## config.mk

```make
export PLATFORM = sky130hd
export DESIGN_NAME = usb_cfg_regs
export DESIGN_NICKNAME = d
export VERILOG_FILES = /design/src/rtl/usbcfg_pkg.sv /design/src/rtl/usbcfg_decode.sv /design/src/rtl/usbcfg_field.sv /design/src/rtl/usbcfg_store.sv /design/src/rtl/usbcfg_irq.sv /design/src/rtl/usb_cfg_regs.sv
export SDC_FILE = /design/constraint.sdc
export NUM_CORES = 1
export LEC_CHECK = 0
export ABC_CLOCK_PERIOD_IN_PS = 3700
export BUFFER_PORTS_ARGS = -buffer_cell sky130_fd_sc_hd__buf_4
export CAP_MARGIN = 20
export CORE_MARGIN = 5
export CORE_UTILIZATION = 49
export DETAILED_ROUTE_END_ITERATION = 16
export MAX_ROUTING_LAYER = met4
export PLACE_DENSITY = 0.95
export SYNTH_ARGS = -nofsm -noshare
export SYNTH_HDL_FRONTEND = slang
export SYNTH_HIERARCHICAL = 1
export SYNTH_SLANG_ARGS = --single-unit
```

## constraint.sdc

```tcl
create_clock -name clk -period 3.7 [get_ports clk]
set_input_delay 0.37 -clock clk [delete_from_list [all_inputs] [get_ports clk]]
set_output_delay 0.37 -clock clk [all_outputs]
set_load 0.02 [all_outputs]
```

## src/rtl/usbcfg_pkg.sv

```systemverilog
// Package: shared constants and the offset/field tables for the USB host
// wrapper register block. Assumes 32-bit words with byte addressing.
package usbcfg_pkg;
    localparam int REG_W    = 32;
    localparam int FILT_W   = 4;
    localparam int PORT_W   = 5;
    localparam int FADJ_W   = 6;
    localparam int FMAX_W   = 6;
    localparam int NUM_CFG  = 7;
    localparam int NUM_SRC  = 2;
    localparam int NUM_REGS = 12;

    // Register indices; configuration words first, then interrupt words
    localparam int IX_FILT  = 0;
    localparam int IX_PORT  = 1;
    localparam int IX_FADJ  = 2;
    localparam int IX_END   = 3;
    localparam int IX_COH   = 4;
    localparam int IX_BME   = 5;
    localparam int IX_CTRL  = 6;
    localparam int IX_ISTAT = 7;
    localparam int IX_IMASK = 8;
    localparam int IX_IEN   = 9;
    localparam int IX_IDIS  = 10;
    localparam int IX_SPARE = 11;

    localparam logic [FADJ_W-1:0] FADJ_RST = 6'h20;

    function automatic logic [7:0] reg_offset(input int idx);
        case (idx)
            IX_FILT:  return 8'h30;
            IX_PORT:  return 8'h34;
            IX_FADJ:  return 8'h38;
            IX_END:   return 8'h40;
            IX_COH:   return 8'h44;
            IX_BME:   return 8'h48;
            IX_CTRL:  return 8'h60;
            IX_ISTAT: return 8'h64;
            IX_IMASK: return 8'h68;
            IX_IEN:   return 8'h6C;
            IX_IDIS:  return 8'h70;
            default:  return 8'h78;
        endcase
    endfunction

    function automatic int cfg_width(input int idx);
        case (idx)
            IX_FILT: return FILT_W;
            IX_PORT: return PORT_W;
            IX_FADJ: return FADJ_W;
            default: return 1;
        endcase
    endfunction

    function automatic logic [FMAX_W-1:0] cfg_reset(input int idx);
        case (idx)
            IX_FADJ: return FMAX_W'(FADJ_RST);
            IX_BME:  return FMAX_W'(1);
            default: return '0;
        endcase
    endfunction
endpackage

```

## src/rtl/usbcfg_decode.sv

```systemverilog
// Module: address decoder. Produces a one-hot word select for a legal
// full-word aligned access. Assumes ADDR_W is wide enough for offset 0x78.
module usbcfg_decode
    import usbcfg_pkg::*;
#(
    parameter int ADDR_W = 8
) (
    input  logic [ADDR_W-1:0]   addr_i,
    input  logic [3:0]          be_i,
    output logic [NUM_REGS-1:0] sel_o,
    output logic                mapped_o
);
    logic legal;
    logic [NUM_REGS-1:0] hit;

    // Only whole, aligned words are legal accesses
    assign legal = (be_i == 4'hF) && (addr_i[1:0] == 2'b00);

    for (genvar i = 0; i < NUM_REGS; i++) begin : g_hit
        assign hit[i] = (addr_i == ADDR_W'(reg_offset(i)));
    end

    assign sel_o    = legal ? hit : '0;
    assign mapped_o = |sel_o;
endmodule

```

## src/rtl/usbcfg_field.sv

```systemverilog
// Module: one configuration field register with a parameterized reset
// value. Assumes a synchronous active-low reset.
module usbcfg_field #(
    parameter int          W   = 1,
    parameter logic [W-1:0] RST = '0
) (
    input  logic         clk,
    input  logic         rst_n,
    input  logic         we_i,
    input  logic [W-1:0] d_i,
    output logic [W-1:0] q_o
);
    // Hold the field; load on write enable
    always_ff @(posedge clk) begin
        if (!rst_n)    q_o <= RST;
        else if (we_i) q_o <= d_i;
    end
endmodule

```

## src/rtl/usbcfg_store.sv

```systemverilog
// Module: bank of configuration fields, one per configuration word.
// Each field is zero-extended to FMAX_W. Assumes one write enable per word.
module usbcfg_store
    import usbcfg_pkg::*;
(
    input  logic                           clk,
    input  logic                           rst_n,
    input  logic [NUM_CFG-1:0]             we_i,
    input  logic [FMAX_W-1:0]              wdata_i,
    output logic [NUM_CFG-1:0][FMAX_W-1:0] fld_o
);
    for (genvar i = 0; i < NUM_CFG; i++) begin : g_fld
        localparam int W = cfg_width(i);
        localparam logic [FMAX_W-1:0] RV = cfg_reset(i);
        logic [W-1:0] q;

        usbcfg_field #(.W(W), .RST(RV[W-1:0])) u_fld (
            .clk   (clk),
            .rst_n (rst_n),
            .we_i  (we_i[i]),
            .d_i   (wdata_i[W-1:0]),
            .q_o   (q)
        );

        assign fld_o[i] = FMAX_W'(q);
    end
endmodule

```

## src/rtl/usbcfg_irq.sv

```systemverilog
// Module: interrupt group. Sticky status bits are set by events and
// cleared by writing 1. The mask can only be changed through the
// enable/disable commands. Assumes the command strobes are mutually exclusive.
module usbcfg_irq
    import usbcfg_pkg::*;
(
    input  logic               clk,
    input  logic               rst_n,
    input  logic               clr_we_i,
    input  logic               en_we_i,
    input  logic               dis_we_i,
    input  logic [NUM_SRC-1:0] wdata_i,
    input  logic [NUM_SRC-1:0] evt_i,
    output logic [NUM_SRC-1:0] status_o,
    output logic [NUM_SRC-1:0] mask_o,
    output logic               irq_o
);
    logic [NUM_SRC-1:0] status_q, mask_q, clr_bits;

    assign clr_bits = clr_we_i ? wdata_i : '0;

    // Status: clear by write-1, then events set (set wins)
    always_ff @(posedge clk) begin
        if (!rst_n) status_q <= '0;
        else        status_q <= (status_q & ~clr_bits) | evt_i;
    end

    // Mask: enable command clears bits, disable command sets bits
    always_ff @(posedge clk) begin
        if (!rst_n)        mask_q <= '1;
        else if (en_we_i)  mask_q <= mask_q & ~wdata_i;
        else if (dis_we_i) mask_q <= mask_q | wdata_i;
    end

    assign status_o = status_q;
    assign mask_o   = mask_q;
    assign irq_o    = |(status_q & ~mask_q);


    reset_mask_chk: assert property (@(posedge clk) disable iff (!rst_n)
        $past(!rst_n) |-> (mask_q == '1 && status_q == '0 && !irq_o));

    status_fall_chk: assert property (@(posedge clk) disable iff (!rst_n)
        ((($past(status_q) & ~status_q) & ~$past(clr_bits)) == '0));

    mask_hold_chk: assert property (@(posedge clk) disable iff (!rst_n)
        !$past(en_we_i || dis_we_i) |-> $stable(mask_q));

    event_set_chk: assert property (@(posedge clk) disable iff (!rst_n)
        (($past(evt_i) & ~status_q) == '0));

    masked_quiet_chk: assert property (@(posedge clk) disable iff (!rst_n)
        (&mask_q) |-> !irq_o);
endmodule

```

## src/rtl/usb_cfg_regs.sv

```systemverilog
// Module: top of the USB host wrapper register block. Decodes register bus
// requests, updates the configuration and interrupt state, and returns a
// registered response one cycle later. Assumes one request per cycle.
module usb_cfg_regs
    import usbcfg_pkg::*;
#(
    parameter int ADDR_W = 8
) (
    input  logic              clk,
    input  logic              rst_n,
    input  logic              req_valid_i,
    input  logic              req_write_i,
    input  logic [ADDR_W-1:0] req_addr_i,
    input  logic [3:0]        req_be_i,
    input  logic [REG_W-1:0]  req_wdata_i,
    output logic              rsp_valid_o,
    output logic [REG_W-1:0]  rsp_rdata_o,
    output logic              rsp_err_o,
    input  logic              evt_addr_err_i,
    input  logic              evt_host_err_i,
    output logic [FILT_W-1:0] filt_bypass_o,
    output logic [PORT_W-1:0] port_strap_o,
    output logic [FADJ_W-1:0] frame_adj_o,
    output logic              big_endian_o,
    output logic              coherent_o,
    output logic              bus_master_en_o,
    output logic              irq_o
);
    logic [NUM_REGS-1:0]             sel;
    logic                            mapped, wr, bad, dec_err, slverr_en;
    logic [NUM_CFG-1:0]              cfg_we;
    logic [NUM_CFG-1:0][FMAX_W-1:0]  fld;
    logic [NUM_SRC-1:0]              status, mask, evt;
    logic [REG_W-1:0]                rdata_c;
    logic                            rsp_valid_q, rsp_err_q;
    logic [REG_W-1:0]                rsp_rdata_q;

    usbcfg_decode #(.ADDR_W(ADDR_W)) u_dec (
        .addr_i   (req_addr_i),
        .be_i     (req_be_i),
        .sel_o    (sel),
        .mapped_o (mapped)
    );

    assign wr      = req_valid_i && req_write_i;
    assign bad     = req_valid_i && !mapped;
    assign dec_err = bad && slverr_en;
    assign cfg_we  = wr ? sel[NUM_CFG-1:0] : '0;

    usbcfg_store u_store (
        .clk     (clk),
        .rst_n   (rst_n),
        .we_i    (cfg_we),
        .wdata_i (req_wdata_i[FMAX_W-1:0]),
        .fld_o   (fld)
    );

    assign slverr_en = fld[IX_CTRL][0];
    assign evt       = {evt_host_err_i, evt_addr_err_i | dec_err};

    usbcfg_irq u_irq (
        .clk      (clk),
        .rst_n    (rst_n),
        .clr_we_i (wr && sel[IX_ISTAT]),
        .en_we_i  (wr && sel[IX_IEN]),
        .dis_we_i (wr && sel[IX_IDIS]),
        .wdata_i  (req_wdata_i[NUM_SRC-1:0]),
        .evt_i    (evt),
        .status_o (status),
        .mask_o   (mask),
        .irq_o    (irq_o)
    );

    // Read mux: OR of selected word values; command and spare words read 0
    always_comb begin
        rdata_c = '0;
        for (int i = 0; i < NUM_CFG; i++)
            if (sel[i]) rdata_c = rdata_c | REG_W'(fld[i]);
        if (sel[IX_ISTAT]) rdata_c = rdata_c | REG_W'(status);
        if (sel[IX_IMASK]) rdata_c = rdata_c | REG_W'(mask);
    end

    // Response stage: one-cycle registered reply
    always_ff @(posedge clk) begin
        if (!rst_n) begin
            rsp_valid_q <= 1'b0;
            rsp_rdata_q <= '0;
            rsp_err_q   <= 1'b0;
        end else begin
            rsp_valid_q <= req_valid_i;
            rsp_rdata_q <= (req_valid_i && !req_write_i) ? rdata_c : '0;
            rsp_err_q   <= dec_err;
        end
    end

    assign rsp_valid_o     = rsp_valid_q;
    assign rsp_rdata_o     = rsp_rdata_q;
    assign rsp_err_o       = rsp_err_q;
    assign filt_bypass_o   = fld[IX_FILT][FILT_W-1:0];
    assign port_strap_o    = fld[IX_PORT][PORT_W-1:0];
    assign frame_adj_o     = fld[IX_FADJ][FADJ_W-1:0];
    assign big_endian_o    = fld[IX_END][0];
    assign coherent_o      = fld[IX_COH][0];
    assign bus_master_en_o = fld[IX_BME][0];


    reset_cfg_chk: assert property (@(posedge clk) disable iff (!rst_n)
        $past(!rst_n) |-> (frame_adj_o == FADJ_RST && bus_master_en_o && !rsp_valid_o));

    err_records_chk: assert property (@(posedge clk) disable iff (!rst_n)
        rsp_err_o |-> (rsp_valid_o && status[0]));

    err_gated_chk: assert property (@(posedge clk) disable iff (!rst_n)
        (rsp_valid_o && !$past(slverr_en)) |-> !rsp_err_o);

    rsp_follow_chk: assert property (@(posedge clk) disable iff (!rst_n)
        $past(req_valid_i) |-> rsp_valid_o);
endmodule

```

==> results.txt, run 1 <==
Leak -> 0.923 nW
Status -> finished clean
Port-buffer cells -> 50
Global route total overflow -> 0
Startpoint type of the worst setup path -> primary input
Worst-path clk slew -> 0.06 ns
Clk Latency, worst-skew pair -> 0.28 ns
Unrepaired setup endpoints after global routing -> false
Crit share post-route -> 57.2%
Crit-path cells -> buf_4, nand4_1, nor3_2, nand4b_1, nor2_1, and3_1, mux2i_1, nand2_1
Total power draw -> 668 uW
Post_cts resized -> 0
Die Wd -> 73.3 um
Fmax -> 0.473 GHz
CP Capture Type -> flip-flop
Post-CTS setup buffers -> 0
Vias in the first global route -> 1490
Final antenna-violating net count -> 0
Cell family with most CP delay -> simple AND/OR/NAND/NOR gates
CTS Sinks -> 31
Initial antenna violation count -> 0
Warnings from Yosys -> 6
Largest net degree at the start of global routing -> 25
Final net count -> 316
CTS H-tree depth -> 2
Final Critical Period -> 2.12 ns
N_diodes -> 0
Vias per inst -> 4.88
Area Overhead vs Synth -> 13.1%
Setup Viol. Count Final -> 0
WL/cell -> 13.7 um
Routed WL -> 4.36 mm
Sum Neg Setup Slack -> 0 ns
Critical Path Max Stage Delay -> 0.52 ns
Cell count after synthesis -> 220
Worst slew margin -> 58.5%
DRT Pass-1 Iters -> 4
WHS -> 0.300 ns
Worst path slowest cell -> and3_1
Initial core utilization -> 49.7%
Die Footprint -> 0.00537 sq mm
Pwr dens -> 301 mW/mm^2
Final number of hold-violating endpoints -> 0
Syn Area/Cell -> 8.91 sq um
Setup Skew -> 0.00430 ns
Min-delay src -> req_wdata_i[5]
Ports -> 103
Arr. time, crit path -> 2.29 ns
Gp weighted congestion -> 0.911
Reg-to-reg startpoint -> u_store/g_fld[1].u_fld/q_o[1]$_SDFFE_PN0P_
Rows -> 23
Cell area after synthesis -> 0.00196 sq mm
Global-route wire length before repair -> 6.96 mm
Critical Path RT -> 3.87 ns
Fillcell total -> 357
Clk buf depth -> 2
Worst-Margin Slew -> 0.620 ns
Hold Crit Class -> in2reg
Setup crit start -> req_be_i[2]
Half-perimeter wire length after placement -> 3.26 mm
Clock root buffer -> clkbuf_8
Dpl ws -> 1.29 ns
Post-route DRC violation count -> 0
Share of cells above drive strength 1 -> 23.6%
# hold bufs at CTS -> 0
WP buf/inv -> 1
CP max FO -> 7
Routed vias -> 1548
CP Class -> in2reg
Max Cap Viol -> 0
CTS tree -> built
Core area -> 0.00394 sq mm
Total GRT Usage -> 17.2%
Initial DRC Count -> 97
CTS buffer count -> 5
VDD IR-drop max -> 0.175 mV
Worst Setup Slack, final -> 1.58 ns
Final number of max-transition violations -> 0
Die Y -> 73.3 um
## path summary, 6_finish.rpt
check                                               end  slack (ns)  depth (start not counted)
max          u_store/g_fld[2].u_fld/q_o[5]$_SDFFE_PN1P_        1.58                          8
min          u_store/g_fld[2].u_fld/q_o[5]$_SDFFE_PN1P_        0.30                          3
max reg2reg                   rsp_rdata_o[1]$_SDFF_PN0_        2.68                          3
min reg2reg  u_store/g_fld[2].u_fld/q_o[5]$_SDFFE_PN1P_        0.52                          2
## registers in the layout, indices dropped and copies added, names as in the netlist, named ones only
register,count
rsp_err_o,1
rsp_rdata_o,6
rsp_valid_o,1
u_irq/status_o,2
u_store/g_fld.u_fld/q_o,19
## worst register-to-register path, cell delays in order (launching register included)
cell      delay, ns
dfxtp_1        0.33
a22o_1         0.24
a221oi_2       0.22
a31oi_1        0.12
## cells in the final DEF (no fill, tap or decap), drive strengths merged, types with 3 or more instances in the layout
cell	count
a21oi	3
a222oi	6
a22oi	10
a31oi	8
and2	3
and3	11
buf	50
clkbuf	7
conb	49
dfxtp	31
inv	5
mux2i	20
nand2	4
nand2b	3
nand3	4
nor2	14
nor2b	17
o21ai	5
## routing by layer
metal	wire (um)	global-route usage (%)
met4	88	7.38
met2	2070	25.6
met1	1740	21.4
met3	458	5.20
met5	0	-
## area by class of cell
type	instances	area [sq um]	share of cell area, %
inverters	5	18.8	0.846
repair buffers	50	375	16.9
multi-input cells	173	1060	47.7
clock buffers	7	76.3	3.44
clock inverters	1	5.00	0.226
flip-flops and latches	31	621	28.0
well taps	50	62.6	2.82
## per-stage QoR
stage	cell area [sq um]	utilization (%)	cells
3_5_place_dp	2140	54.2	309
6_report	2220	56.2	317
2_1_floorplan	2140	-	267
4_1_cts	2220	56.2	317
5_1_grt	2220	56.2	317
3_3_place_gp	2140	54.2	309
## power by group
part | total [mW] | leakage (nW) | switching [mW] | internal, mW
combinational | 0.0771 | 0.630 | 0.0509 | 0.0262
sequential | 0.337 | 0.251 | 0.00141 | 0.336
clock | 0.254 | 0.0422 | 0.122 | 0.132
(Power assumes the default switching activity.)
==> run 2: changes to the inputs <==
--- a/config.mk
+++ b/config.mk
@@ -5,14 +5,14 @@
 export SDC_FILE = /design/constraint.sdc
 export NUM_CORES = 1
 export LEC_CHECK = 0
-export ABC_CLOCK_PERIOD_IN_PS = 3700
+export ABC_CLOCK_PERIOD_IN_PS = 2100
 export BUFFER_PORTS_ARGS = -buffer_cell sky130_fd_sc_hd__buf_4
 export CAP_MARGIN = 20
 export CORE_MARGIN = 5
-export CORE_UTILIZATION = 49
+export CORE_UTILIZATION = 45
 export DETAILED_ROUTE_END_ITERATION = 16
 export MAX_ROUTING_LAYER = met4
-export PLACE_DENSITY = 0.95
+export PLACE_DENSITY = 0.91
 export SYNTH_ARGS = -nofsm -noshare
 export SYNTH_HDL_FRONTEND = slang
 export SYNTH_HIERARCHICAL = 1
==> constraint.sdc (replaced) <==
create_clock -name clk -period 2.1 [get_ports clk]
set_input_delay 0.21 -clock clk [delete_from_list [all_inputs] [get_ports clk]]
set_output_delay 0.21 -clock clk [all_outputs]
set_load 0.02 [all_outputs]
==> run 2 against run 1 <==
Compared with the run above: sequential power up 76%; power up 99%; worst setup slack worse by 1.1 ns; critical path depth unchanged; first-iteration DRC count up 62%; critical endpoint is now u_store/g_fld[2].u_fld/q_o[0]$_SDFFE_PN0P_; global-route usage down 0.83 points; clock-buffer cell count down 1; flip-flop and latch count unchanged.
==> results.txt, run 2 (same netlist as run 1, synthesis figures left out) <==
Setup Viol. Count Final -> 0 (unchanged)
Arr. time, crit path -> 1.82 ns (was 2.29 ns)
Port-buffer cells -> 50 (unchanged)
Startpoint type of the worst setup path -> primary input (unchanged)
Post-placement cell count -> 318 (was 309)
Final net count -> 323 (was 316)
CTS Sinks -> 31 (unchanged)
Hold Crit Class -> in2reg (unchanged)
Global-route wire length before repair -> 7.51 mm (was 6.96 mm)
Rows -> 24 (was 23)
FF-to-FF setup slack -> 1.09 ns (was 2.68 ns)
VDD IR-drop max -> 0.363 mV (was 0.175 mV)
Setup Skew -> 0.00609 ns (was 0.00430 ns)
Reg-to-reg startpoint -> u_store/g_fld[1].u_fld/q_o[0]$_SDFFE_PN0P_ (was u_store/g_fld[1].u_fld/q_o[1]$_SDFFE_PN0P_)
N_diodes -> 0 (unchanged)
Met1 GRT Util -> 18.7% (was 21.4%)
CTS tree -> built (unchanged)
Total GRT Usage -> 16.3% (was 17.2%)
R2R depth -> 3 (unchanged)
Setup crit start -> req_be_i[2] (unchanged)
Fmax -> 0.609 GHz
Area Overhead vs Synth -> 17.7% (was 13.1%)
Die Y -> 76.0 um (was 73.3 um)
Core area -> 0.00429 sq mm (was 0.00394 sq mm)
Crit share post-route -> 78.2%
DRT Pass-1 Iters -> 4 (unchanged)
Post-CTS setup buffers -> 0 (unchanged)
Final Critical Period -> 1.64 ns
Reg2reg end -> rsp_rdata_o[0]$_SDFF_PN0_ (was rsp_rdata_o[1]$_SDFF_PN0_)
Clock root buffer -> clkbuf_8 (unchanged)
CP Capture Type -> flip-flop (unchanged)
Final antenna-violating net count -> 0 (unchanged)
Die Footprint -> 0.00578 sq mm (was 0.00537 sq mm)
Largest net degree at the start of global routing -> 25 (unchanged)
Max Cap Viol -> 0 (unchanged)
Crit path to -> u_store/g_fld[2].u_fld/q_o[0]$_SDFFE_PN0P_ (was u_store/g_fld[2].u_fld/q_o[5]$_SDFFE_PN1P_)
Clk buf depth -> 2 (unchanged)
Routed WL -> 4.61 mm (was 4.36 mm)
Max FFs per register -> 19 (unchanged)
CP max FO -> 6 (was 7)
Final cell count without fillers -> 326 (was 317)
Routed vias -> 1603 (was 1548)
Post-route DRC violation count -> 0 (unchanged)
Initial core utilization -> 45.7% (was 49.7%)
Busiest grt layer -> met2 (unchanged)
CTS H-tree depth -> 2 (unchanged)
CTS buffer count -> 5 (unchanged)
GRT met2 Usage -> 26.6% (was 25.6%)
Most common cell after layout, fill and taps aside -> buf_4 (unchanged)
Share of cells above drive strength 1 -> 26.3% (was 23.6%)
Met3 usage -> 3.78% (was 5.20%)
Final number of max-transition violations -> 0 (unchanged)
Leak -> 0.980 nW (was 0.923 nW)
Die Wd -> 76.0 um (was 73.3 um)
Post_cts resized -> 0 (unchanged)
Vias per inst -> 4.92 (was 4.88)
Initial antenna violation count -> 0 (unchanged)
Global route total overflow -> 0 (unchanged)
Most frequent cells in the layout -> buf_4, conb_1, dfxtp_1 (unchanged)
WL/cell -> 14.2 um (was 13.7 um)
Biggest register -> u_store/g_fld.u_fld/q_o (unchanged)
Pwr dens -> 577 mW/mm^2 (was 301 mW/mm^2)
Status -> finished clean (unchanged)
Critical Path RT -> 2.28 ns (was 3.87 ns)
# hold bufs at CTS -> 0 (unchanged)
Vias in the first global route -> 1567 (was 1490)
Sum Neg Setup Slack -> 0 ns (unchanged)
Ports -> 103 (unchanged)
Clk Latency, worst-skew pair -> 0.29 ns (was 0.28 ns)
Initial DRC Count -> 157 (was 97)
Half-perimeter wire length after placement -> 3.46 mm (was 3.26 mm)
Gp weighted congestion -> 0.841 (was 0.911)
Final number of hold-violating endpoints -> 0 (unchanged)
Unrepaired setup endpoints after global routing -> false (unchanged)
Worst-path clk slew -> 0.07 ns (was 0.06 ns)
CP Class -> in2reg (unchanged)
## run 2: worst min-delay path by stage
stage                    from                                    endpoint  slack (ns)  cells after the start
4_1_cts        req_wdata_i[5]  u_store/g_fld[2].u_fld/q_o[5]$_SDFFE_PN1P_        0.13                      3
6_report       req_wdata_i[5]  u_store/g_fld[2].u_fld/q_o[5]$_SDFFE_PN1P_        0.14                      3
5_1_grt        req_wdata_i[5]  u_store/g_fld[2].u_fld/q_o[5]$_SDFFE_PN1P_        0.13                      3
3_3_place_gp   req_wdata_i[5]  u_store/g_fld[2].u_fld/q_o[5]$_SDFFE_PN1P_        0.43                      3
3_5_place_dp   req_wdata_i[5]  u_store/g_fld[2].u_fld/q_o[5]$_SDFFE_PN1P_        0.43                      3
2_1_floorplan           rst_n  u_store/g_fld[2].u_fld/q_o[5]$_SDFFE_PN1P_        0.27                      1
## run 2: where the power goes
| group | switching [mW] | internal (mW) |
|---|---|---|
| registers | 0.00243 | 0.592 |
| clock network | 0.218 | 0.383 |
| logic | 0.0910 | 0.0462 |
## run 2: cell type report
| cell class | instances | area, sq um |
|---|---|---|
| inverters | 5 | 18.8 |
| repair buffers | 57 | 428 |
| flip-flops and latches | 31 | 621 |
| clock inverters | 2 | 35.0 |
| well taps | 52 | 65.1 |
| clock buffers | 6 | 82.6 |
| multi-input cells | 173 | 1060 |
| fillers | 403 | 1990 |
## run 2: routing by layer
layer,up-vias,share of wire (%)
met4,0,2.2
met2,60,50
li1,791,-
met3,8,6.2
met1,744,41
met5,-,0
## run 2: metrics by stage
step	utilization [%]	hold slack [ns]	total power, mW	cell area (sq um)	setup WS [ns]
6_report	53.8	0.136	1.33	2310	0.458
5_1_grt	53.8	0.127	1.38	2310	0.273
4_1_cts	53.8	0.133	1.34	2310	0.448
3_5_place_dp	51.0	0.432	0.740	2190	0.161
3_3_place_gp	51.0	0.426	0.738	2190	0.260
2_1_floorplan	-	0.272	0.750	2140	0.466
## run 2: worst max-delay path, stage by stage
cell	delay, ns
buf_4	0.08
nand4_1	0.12
nor3_2	0.26
nand4b_1	0.21
nor2_1	0.17
and3_1	0.46
mux2i_1	0.25
nor2b_1	0.07
